### src/rtl/polled_port_ctrl.sv
module polled_port_ctrl #(
  parameter int DATA_W = 8,
  parameter int DEPTH  = 8
) (
  input  logic              clk,
  input  logic              rst_n,
  input  logic [1:0]        reg_addr,
  input  logic              reg_rd,
  input  logic              reg_wr,
  input  logic [DATA_W-1:0] reg_wdata,
  output logic [DATA_W-1:0] reg_rdata,
  output logic              dev_tx_valid,
  output logic [DATA_W-1:0] dev_tx_data,
  input  logic              dev_tx_done,
  input  logic              dev_err,
  input  logic              dev_rx_valid,
  input  logic [DATA_W-1:0] dev_rx_data,
  output logic              dev_rx_ready,
  output logic [DATA_W-3:0] mode_out
);

  localparam int MODE_W = DATA_W - 2;
  localparam int PTR_W  = (DEPTH > 1) ? $clog2(DEPTH) : 1;
  localparam int CNT_W  = $clog2(DEPTH + 1);

  typedef enum logic [1:0] {ST_IDLE, ST_ACCEPT, ST_XFER, ST_CLEAR} state_t;

  state_t            st;
  logic              busy_q, err_q, cmd_ready, wbit;
  logic [MODE_W-1:0] mode_q;
  logic [DATA_W-1:0] data_out;

  logic [DATA_W-1:0] mem [DEPTH];
  logic [PTR_W-1:0]  wr_ptr, rd_ptr;
  logic [CNT_W-1:0]  fifo_cnt;
  logic              empty, full, push, pop;

  assign empty        = (fifo_cnt == '0);
  assign full         = (fifo_cnt == CNT_W'(DEPTH));
  assign dev_rx_ready = !full;
  assign push         = dev_rx_valid && !full;
  assign pop          = reg_rd && (reg_addr == 2'd0) && !empty;
  assign mode_out     = mode_q;

  wire host_wr_out = reg_wr && (reg_addr == 2'd1) && !busy_q;
  wire host_wr_cmd = reg_wr && (reg_addr == 2'd3) && !busy_q;

  always_comb begin
    case (reg_addr)
      2'd0:    reg_rdata = empty ? '0 : mem[rd_ptr];
      2'd1:    reg_rdata = data_out;
      2'd2:    reg_rdata = DATA_W'({full, err_q, !empty, busy_q});
      default: reg_rdata = {mode_q, wbit, cmd_ready};
    endcase
  end

  always_ff @(posedge clk) begin
    if (!rst_n) data_out <= '0;
    else if (host_wr_out) data_out <= reg_wdata;
  end

  always_ff @(posedge clk) begin
    if (!rst_n) begin
      st           <= ST_IDLE;
      busy_q       <= 1'b0;
      err_q        <= 1'b0;
      cmd_ready    <= 1'b0;
      wbit         <= 1'b0;
      mode_q       <= '0;
      dev_tx_valid <= 1'b0;
      dev_tx_data  <= '0;
    end else begin
      if (host_wr_cmd) begin
        cmd_ready <= reg_wdata[0];
        wbit      <= reg_wdata[1];
        mode_q    <= reg_wdata[DATA_W-1:2];
      end
      case (st)
        ST_IDLE: if (cmd_ready) begin
          busy_q <= 1'b1;
          st     <= ST_ACCEPT;
        end
        ST_ACCEPT: if (wbit) begin
          dev_tx_valid <= 1'b1;
          dev_tx_data  <= data_out;
          st           <= ST_XFER;
        end else begin
          cmd_ready <= 1'b0;
          err_q     <= 1'b0;
          st        <= ST_CLEAR;
        end
        ST_XFER: if (dev_tx_done) begin
          dev_tx_valid <= 1'b0;
          cmd_ready    <= 1'b0;
          err_q        <= dev_err;
          st           <= ST_CLEAR;
        end
        default: begin
          busy_q <= 1'b0;
          st     <= ST_IDLE;
        end
      endcase
    end
  end

  always_ff @(posedge clk) begin
    if (push) mem[wr_ptr] <= dev_rx_data;
  end

  always_ff @(posedge clk) begin
    if (!rst_n) begin
      wr_ptr   <= '0;
      rd_ptr   <= '0;
      fifo_cnt <= '0;
    end else begin
      if (push) wr_ptr <= (wr_ptr == PTR_W'(DEPTH - 1)) ? '0 : wr_ptr + 1'b1;
      if (pop)  rd_ptr <= (rd_ptr == PTR_W'(DEPTH - 1)) ? '0 : rd_ptr + 1'b1;
      case ({push, pop})
        2'b10:   fifo_cnt <= fifo_cnt + 1'b1;
        2'b01:   fifo_cnt <= fifo_cnt - 1'b1;
        default: fifo_cnt <= fifo_cnt;
      endcase
    end
  end

  a_r3_busy_follows_ready: assert property (@(posedge clk) disable iff (!rst_n)
    (st == ST_IDLE && cmd_ready) |=> busy_q);

  a_r4_tx_only_when_busy: assert property (@(posedge clk) disable iff (!rst_n)
    dev_tx_valid |-> busy_q);

  a_r4_tx_held: assert property (@(posedge clk) disable iff (!rst_n)
    (dev_tx_valid && !dev_tx_done) |=> (dev_tx_valid && $stable(dev_tx_data)));

  a_r5_ready_clears_first: assert property (@(posedge clk) disable iff (!rst_n)
    $fell(busy_q) |-> (!cmd_ready && $past(!cmd_ready)));

  a_r7_out_locked: assert property (@(posedge clk) disable iff (!rst_n)
    (busy_q && reg_wr && reg_addr == 2'd1) |=> $stable(data_out));

  a_r7_mode_locked: assert property (@(posedge clk) disable iff (!rst_n)
    (busy_q && reg_wr && reg_addr == 2'd3) |=> $stable(mode_q));

  a_r9_count_bound: assert property (@(posedge clk) disable iff (!rst_n)
    fifo_cnt <= CNT_W'(DEPTH));

  a_r9_full_holds: assert property (@(posedge clk) disable iff (!rst_n)
    (full && !pop) |=> full);

endmodule

### config.mk
export PLATFORM = sky130hd
export DESIGN_NAME = polled_port_ctrl
export DESIGN_NICKNAME = d
export VERILOG_FILES = /design/src/rtl/polled_port_ctrl.sv
export SDC_FILE = /design/constraint.sdc
export NUM_CORES = 1
export LEC_CHECK = 0
export ABC_AREA = 1
export BUFFER_PORTS_ARGS = -buffer_cell sky130_fd_sc_hd__buf_2
export CORE_ASPECT_RATIO = 0.6
export CORE_UTILIZATION = 35
export CTS_CLUSTER_DIAMETER = 120
export CTS_CLUSTER_SIZE = 10
export DETAILED_ROUTE_END_ITERATION = 10
export GPL_TIMING_DRIVEN = 0
export MAX_ROUTING_LAYER = met4
export SLEW_MARGIN = 30
export SYNTH_ARGS = -nofsm -noshare
export SYNTH_HDL_FRONTEND = slang
export SYNTH_SLANG_ARGS = --single-unit
### constraint.sdc
create_clock -name clk -period 1.7 [get_ports clk]
set_clock_uncertainty 0.05 [all_clocks]
set_input_delay 0.085 -clock clk [delete_from_list [all_inputs] [get_ports clk]]
set_output_delay 0.085 -clock clk [all_outputs]
set_load 0.01 [all_outputs]
---- Word level (Yosys, flattened, before mapping) ----
Memory sizes are Yosys's and may differ from the RTL's. A register that Yosys moved wholly into a read port is not among the register bits.
Index checks and enable logic that the tools add are counted.
W data, S select, Z words.
storage, ports and cells
  memories ................................ 1
  output and inout port bits .............. 24
  input bits .............................. 25
  memory bits (writable) .................. 64
  word-level logic and storage cells ...... 78
  register bits after elaboration ......... 39
memory list
  memory  depth  bits a word  read ports  clocked after memory_dff  wr ports  line  RTL
  mem     8      8            1           1                         1         33    logic [DATA_W-1:0] mem [DEPTH];
operators by class
  reduce and logical (&&, ||, !) cells .... 21
  equality and inequality tests ........... 14
  bitwise operators ....................... 1
  multiplexer cells ....................... 25
  add/subtract/negate cells ............... 4
operators by type and width
  cell                   count
  $pmux W8 S3            1
  $mux W3                4
  $mux W1                11
  $eq A2 B2 Y1 const B   4
  $mux W8                1
  $ne A2 B2 Y1 const B   4
  $pmux W1 S2            4
  $pmux W4 S2            1
  $logic_and A1 B1 Y1    7
  $add A3 B1 Y3 const B  2
  $eq A2 B1 Y1 const B   3
  $eq A3 B3 Y1 const B   2
  $pmux W2 S3            1
  $reduce_and A2 Y1      3
  $reduce_and A3 Y1      2
  $add A4 B1 Y4 const B  1
  $eq A4 B4 Y1 const B   1
  $logic_not A2 Y1       2
  $logic_not A4 Y1       1
  $mux W2                2
  $reduce_bool A2 Y1     2
  $sub A4 B1 Y4 const B  1
  $logic_not A1 Y1       3
  $reduce_or A2 Y1       1
  $not A1 Y1             1

---- Logic depth before layout (Yosys ltp) ----
  depth in word-level cells ............... 6
  gate-level depth with buffers ........... 13
  gate-level depth less buffers ........... 13

---- Least setup slack after synthesis ----
OpenSTA, ideal clock, no wires.
  kind .................................... reg-to-reg
  from .................................... register fifo_cnt[1]
  to ...................................... register fifo_cnt[1]
  required time ........................... 1.528 ns
  period minus slack after synthesis ...... 1.733 ns
  stages on the path, launching flop included .. 9
  arrival ................................. 1.561 ns
  slack ................................... -0.033 ns
  buffers on the path ..................... 0
  setup time .............................. 0.122 ns
  path through ............................ dfxtp_1 -> nor2_1 -> nand3_2 -> nand2_2 -> ha_1 -> xor2_1 -> ha_1 -> o21ai_0 -> a21oi_1
on the way
  cells in the longest elaborated chain, start to end .. 5
  elaborated cells on any way between the ends .. 12
  those cells by class .................... add/sub: 2; eq/ne: 3; mux: 1; reduce/logical: 6
ends and longest elaborated chain
  element                                            line  RTL
  start, declared                                    35    logic [CNT_W-1:0] fifo_cnt;
  start signal, assigned                             119   2'b10: fifo_cnt <= fifo_cnt + 1'b1;
  start signal, assigned                             120   2'b01: fifo_cnt <= fifo_cnt - 1'b1;
  start signal, assigned                             121   default: fifo_cnt <= fifo_cnt;
  $eq A4 B4 Y1 *                                     39    assign full = (fifo_cnt == CNT_W'(DEPTH));
  $logic_not A1 Y1 *                                 --
  named net dev_rx_ready                             18    output logic dev_rx_ready,
  $logic_and A1 B1 Y1 *                              41    assign push = dev_rx_valid && !full;
  $eq A2 B1 Y1 or $eq A2 B2 Y1 (tied branches)       118   case ({push, pop})
  $pmux W4 S2 or $reduce_bool A2 Y1 (tied branches)  --
Mark *: on every way through the listed nets, which the timed path passes. The rest lies on a longest branch.
A chain may end at the register's enable or synchronous reset.

---- Worst setup path in the final report ----
  from .................................... register fifo_cnt[0]
  to ...................................... register fifo_cnt[3]
on the way
  cells in the longest elaborated chain, start to end .. 5
  elaborated cells on any way between the ends .. 12
  those cells by class .................... add/sub: 2; eq/ne: 3; mux: 1; reduce/logical: 6
ends and longest elaborated chain
  element                                            line
  $eq A4 B4 Y1 or $logic_not A4 Y1 (tied branches)   39, 38
  $logic_not A1 Y1 (on tied branches)                41, 42
  $logic_and A1 B1 Y1 (on tied branches)             41, 42
  $eq A2 B1 Y1 or $eq A2 B2 Y1 (tied branches)       118
  $pmux W4 S2 or $reduce_bool A2 Y1 (tied branches)  --
Several ways; a longest one is shown, not always the timed one.

==> metrics <==
outcome complete, but fails checks; violated checks negative setup slack; maximum number of pins on one net before global-route repair 20; WL/cell 16.4 µm; crit-path max FO 4; Crit. Startpoint fifo_cnt[0]; Worst Path Required 1.89 ns; Pleak 2.31 nW; CTS tree built; Vias/cell 5.01; Critical R2R Launch fifo_cnt[0]; worst path cell trace nor2_4 > nand3_4 > nand2_4 > ha_4 > xor2_4 > nand4_1 > nand2_1 > nand3_1 > nand2_1 > nor2_1; DR pass1 iterations 4; Rows 31; initial drt markers 227; syn_nets 488; final hold violations 0; FF+latch count, synth 106; RSZ-0062 raised after global routing true; initial antenna violation count 0; clk slew on worst S/H paths 0.07 ns; Worst Setup Slack post-DPL -0.406 ns; root buffer cell clkbuf_16; drt total wl 11.7 mm; Mean Syn Cell Area 9.97 µm²; CTS sink cnt 106; hold slack 0.0396 ns; sequential fraction of the synthesis area 61.2%; Starting Density 36.7%; most frequent CP cell nand2_1; Synth Cell Area 0.00451 mm²; Hold/Removal Path Class in -> reg; Layout Utilization 48.6%; Slew Viols, Final 0; CORE AREA 0.0123 mm²; Fillers 1094; min setup slack post-route -0.111 ns; Worst EP arrival 2.00 ns; Bufs on Longest Clock Path 2; CP Capture Type flop; Multi-input gate area 0.00179 mm²; pwr/cell area 1010 mW/mm²; Ports 49; period utilisation layout 107%; Min-Delay Startpoint rst_n; # DRC 0; buffers added on ports 47; Final nets 581; Die ar. 0.0134 mm²; Die H 90.0 µm; cells after synthesis 453; Ys Warns 0; GRT Total Usage 18.4%; Setup Viol. Count Final 11; Skew-Pair Late Insertion Delay 0.34 ns; Die X 149 µm; FF+latch area 0.00279 mm²; area grow syn2layout 32.5%; Cell variety after synth 37; final antenna-violating net count 0; Inserted Clock Buffers 9; maxcap violations 0; Worst slew margin 64.2%; total gr overflow 0; layout cells sized above 1 28.9%; Fmax achieved 552 MHz; Worst-Margin Slew 0.538 ns; CTS H-Tree Depth 3; Crit-path slowest cell dfxtp_4; Max IR drop VDD 0.000550 V; TNS Setup -0.514 ns; critical path launch point type flop; number of global-route vias before repair 3413; first-pass GRT wire length 17.9 mm; Max stage delay on crit path 0.37 ns; vias 3587; minimum clock period 1.81 ns; # diodes 0; Worst Setup Path Type reg -> reg; DP Wirelength 7.80 mm; gpl congestion 0.836
## power breakdown
part           internal (mW)  total (mW)  switching (mW)
sequential              2.86        2.97           0.103
combinational          0.430        1.06           0.631
clock                   1.07        2.03           0.967
## critical path, delay by kind of cell (launching register included)
kind | cells | cell delay, ns
and+or+nand+nor | 8 | 0.87
DFF | 1 | 0.37
adders and majority gates | 1 | 0.21
xor gates and xnor gates | 1 | 0.18
## worst paths after layout
path / endpoint / slack, ns / cells past startpoint
worst min register to register: dev_tx_valid / 0.43 / 2
worst min-delay path: wr_ptr[2] / 0.04 / 3
worst max-delay path: fifo_cnt[3] / -0.11 / 10
worst max register to register: fifo_cnt[3] / -0.11 / 10
## through the flow
| stage | cells | total power [mW] | area, µm² |
|---|---|---|---|
| after floorplan | 453 | 3.54 | 4520 |
| after global placement | 665 | 3.79 | 4960 |
| after detailed placement | 665 | 3.82 | 4960 |
| after CTS | 711 | 6.02 | 5820 |
| after global routing | 716 | 6.34 | 5980 |
| final | 716 | 6.06 | 5980 |
## kinds of logic (layout without fill, tap and decap cells)
kind of cell	Yosys count	count (layout)	share of synthesized area, %
simple gates	192	192	18.9
compound gates	99	99	12.5
fa+ha+maj	10	10	2.77
xor+xnor	2	2	0.388
flops	106	106	61.2
buf+inv	44	142	4.30
## Yosys cell counts
library cell	count	area (µm²)
a211oi_1	2	15.0
a21oi_1	12	60.1
a311oi_1	1	8.76
a311oi_2	1	15.0
a31oi_1	1	6.26
and3_1	1	6.26
buf_1	1	3.75
buf_2	6	30.0
buf_4	1	7.51
buf_6	1	11.3
clkbuf_1	4	15.0
clkbuf_2	1	5.00
clkinv_2	1	5.00
clkinv_4	1	8.76
dfxtp_1	42	841
edfxtp_1	64	1920
ha_1	10	125
inv_1	23	86.3
inv_2	4	15.0
inv_4	1	6.26
nand2_1	39	146
nand2_2	5	31.3
nand2_4	1	11.3
nand3_1	24	120
nand3_2	2	20.0
nand3b_1	2	15.0
nand4_1	4	25.0
nor2_1	109	409
nor2_2	1	6.26
nor2_4	1	11.3
nor2_8	2	40.0
nor3_2	1	10.0
o211a_1	2	20.0
o211ai_1	15	113
o21ai_0	63	315
o21ai_1	2	10.0
xor2_1	2	17.5
## sequential cells by signal, indices dropped and copies added, names as in the netlist, named ones only
register / count
fifo_cnt: 4
wbit: 1
err_q: 1
dev_tx_valid: 1
wr_ptr: 3
data_out: 8
dev_tx_data: 8
mode_out: 6
mem: 64
cmd_ready: 1
st: 2
rd_ptr: 3
busy_q: 1
## layout by cell type (no fill, tap or decap), types with 17 or more instances in the layout
cell type	n
nor2_1	97
inv_1	19
nand2_1	34
dlygate4sd3_1	17
edfxtp_1	64
dfxtp_1	35
buf_2	47
o21ai_1	17
o21ai_0	45
## routing by layer
layer  GRT usage (%)  wire length, µm  vias to the layer above
met3            4.82              833                        2
li1                -                -                     1756
met4            4.12               20                        0
met1            26.1             5600                     1732
met5               -                0                        -
met2            26.2             5280                       97
## timing repair
action | in CTS | in global routing
buffers inserted | 15 | 6
gates resized for setup | 93 | 21
endpoints found under the setup margin | 75 | 51
endpoints found under the hold margin | 78 | 0
gates cloned | 1 | 0
pin swaps | 14 | 9
hold buffers | 17 | 0
## area by class of cell
class	count	share of cell area, %
timing repair buffer	83	10.4
tap	165	3.45
multi-input combinational	303	30.0
sequential	106	46.6
clock inverter	6	0.963
inverter	30	2.26
buffer	13	2.39
clock buffer	10	4.00
No activity file was read; power rests on OpenSTA's default activity.
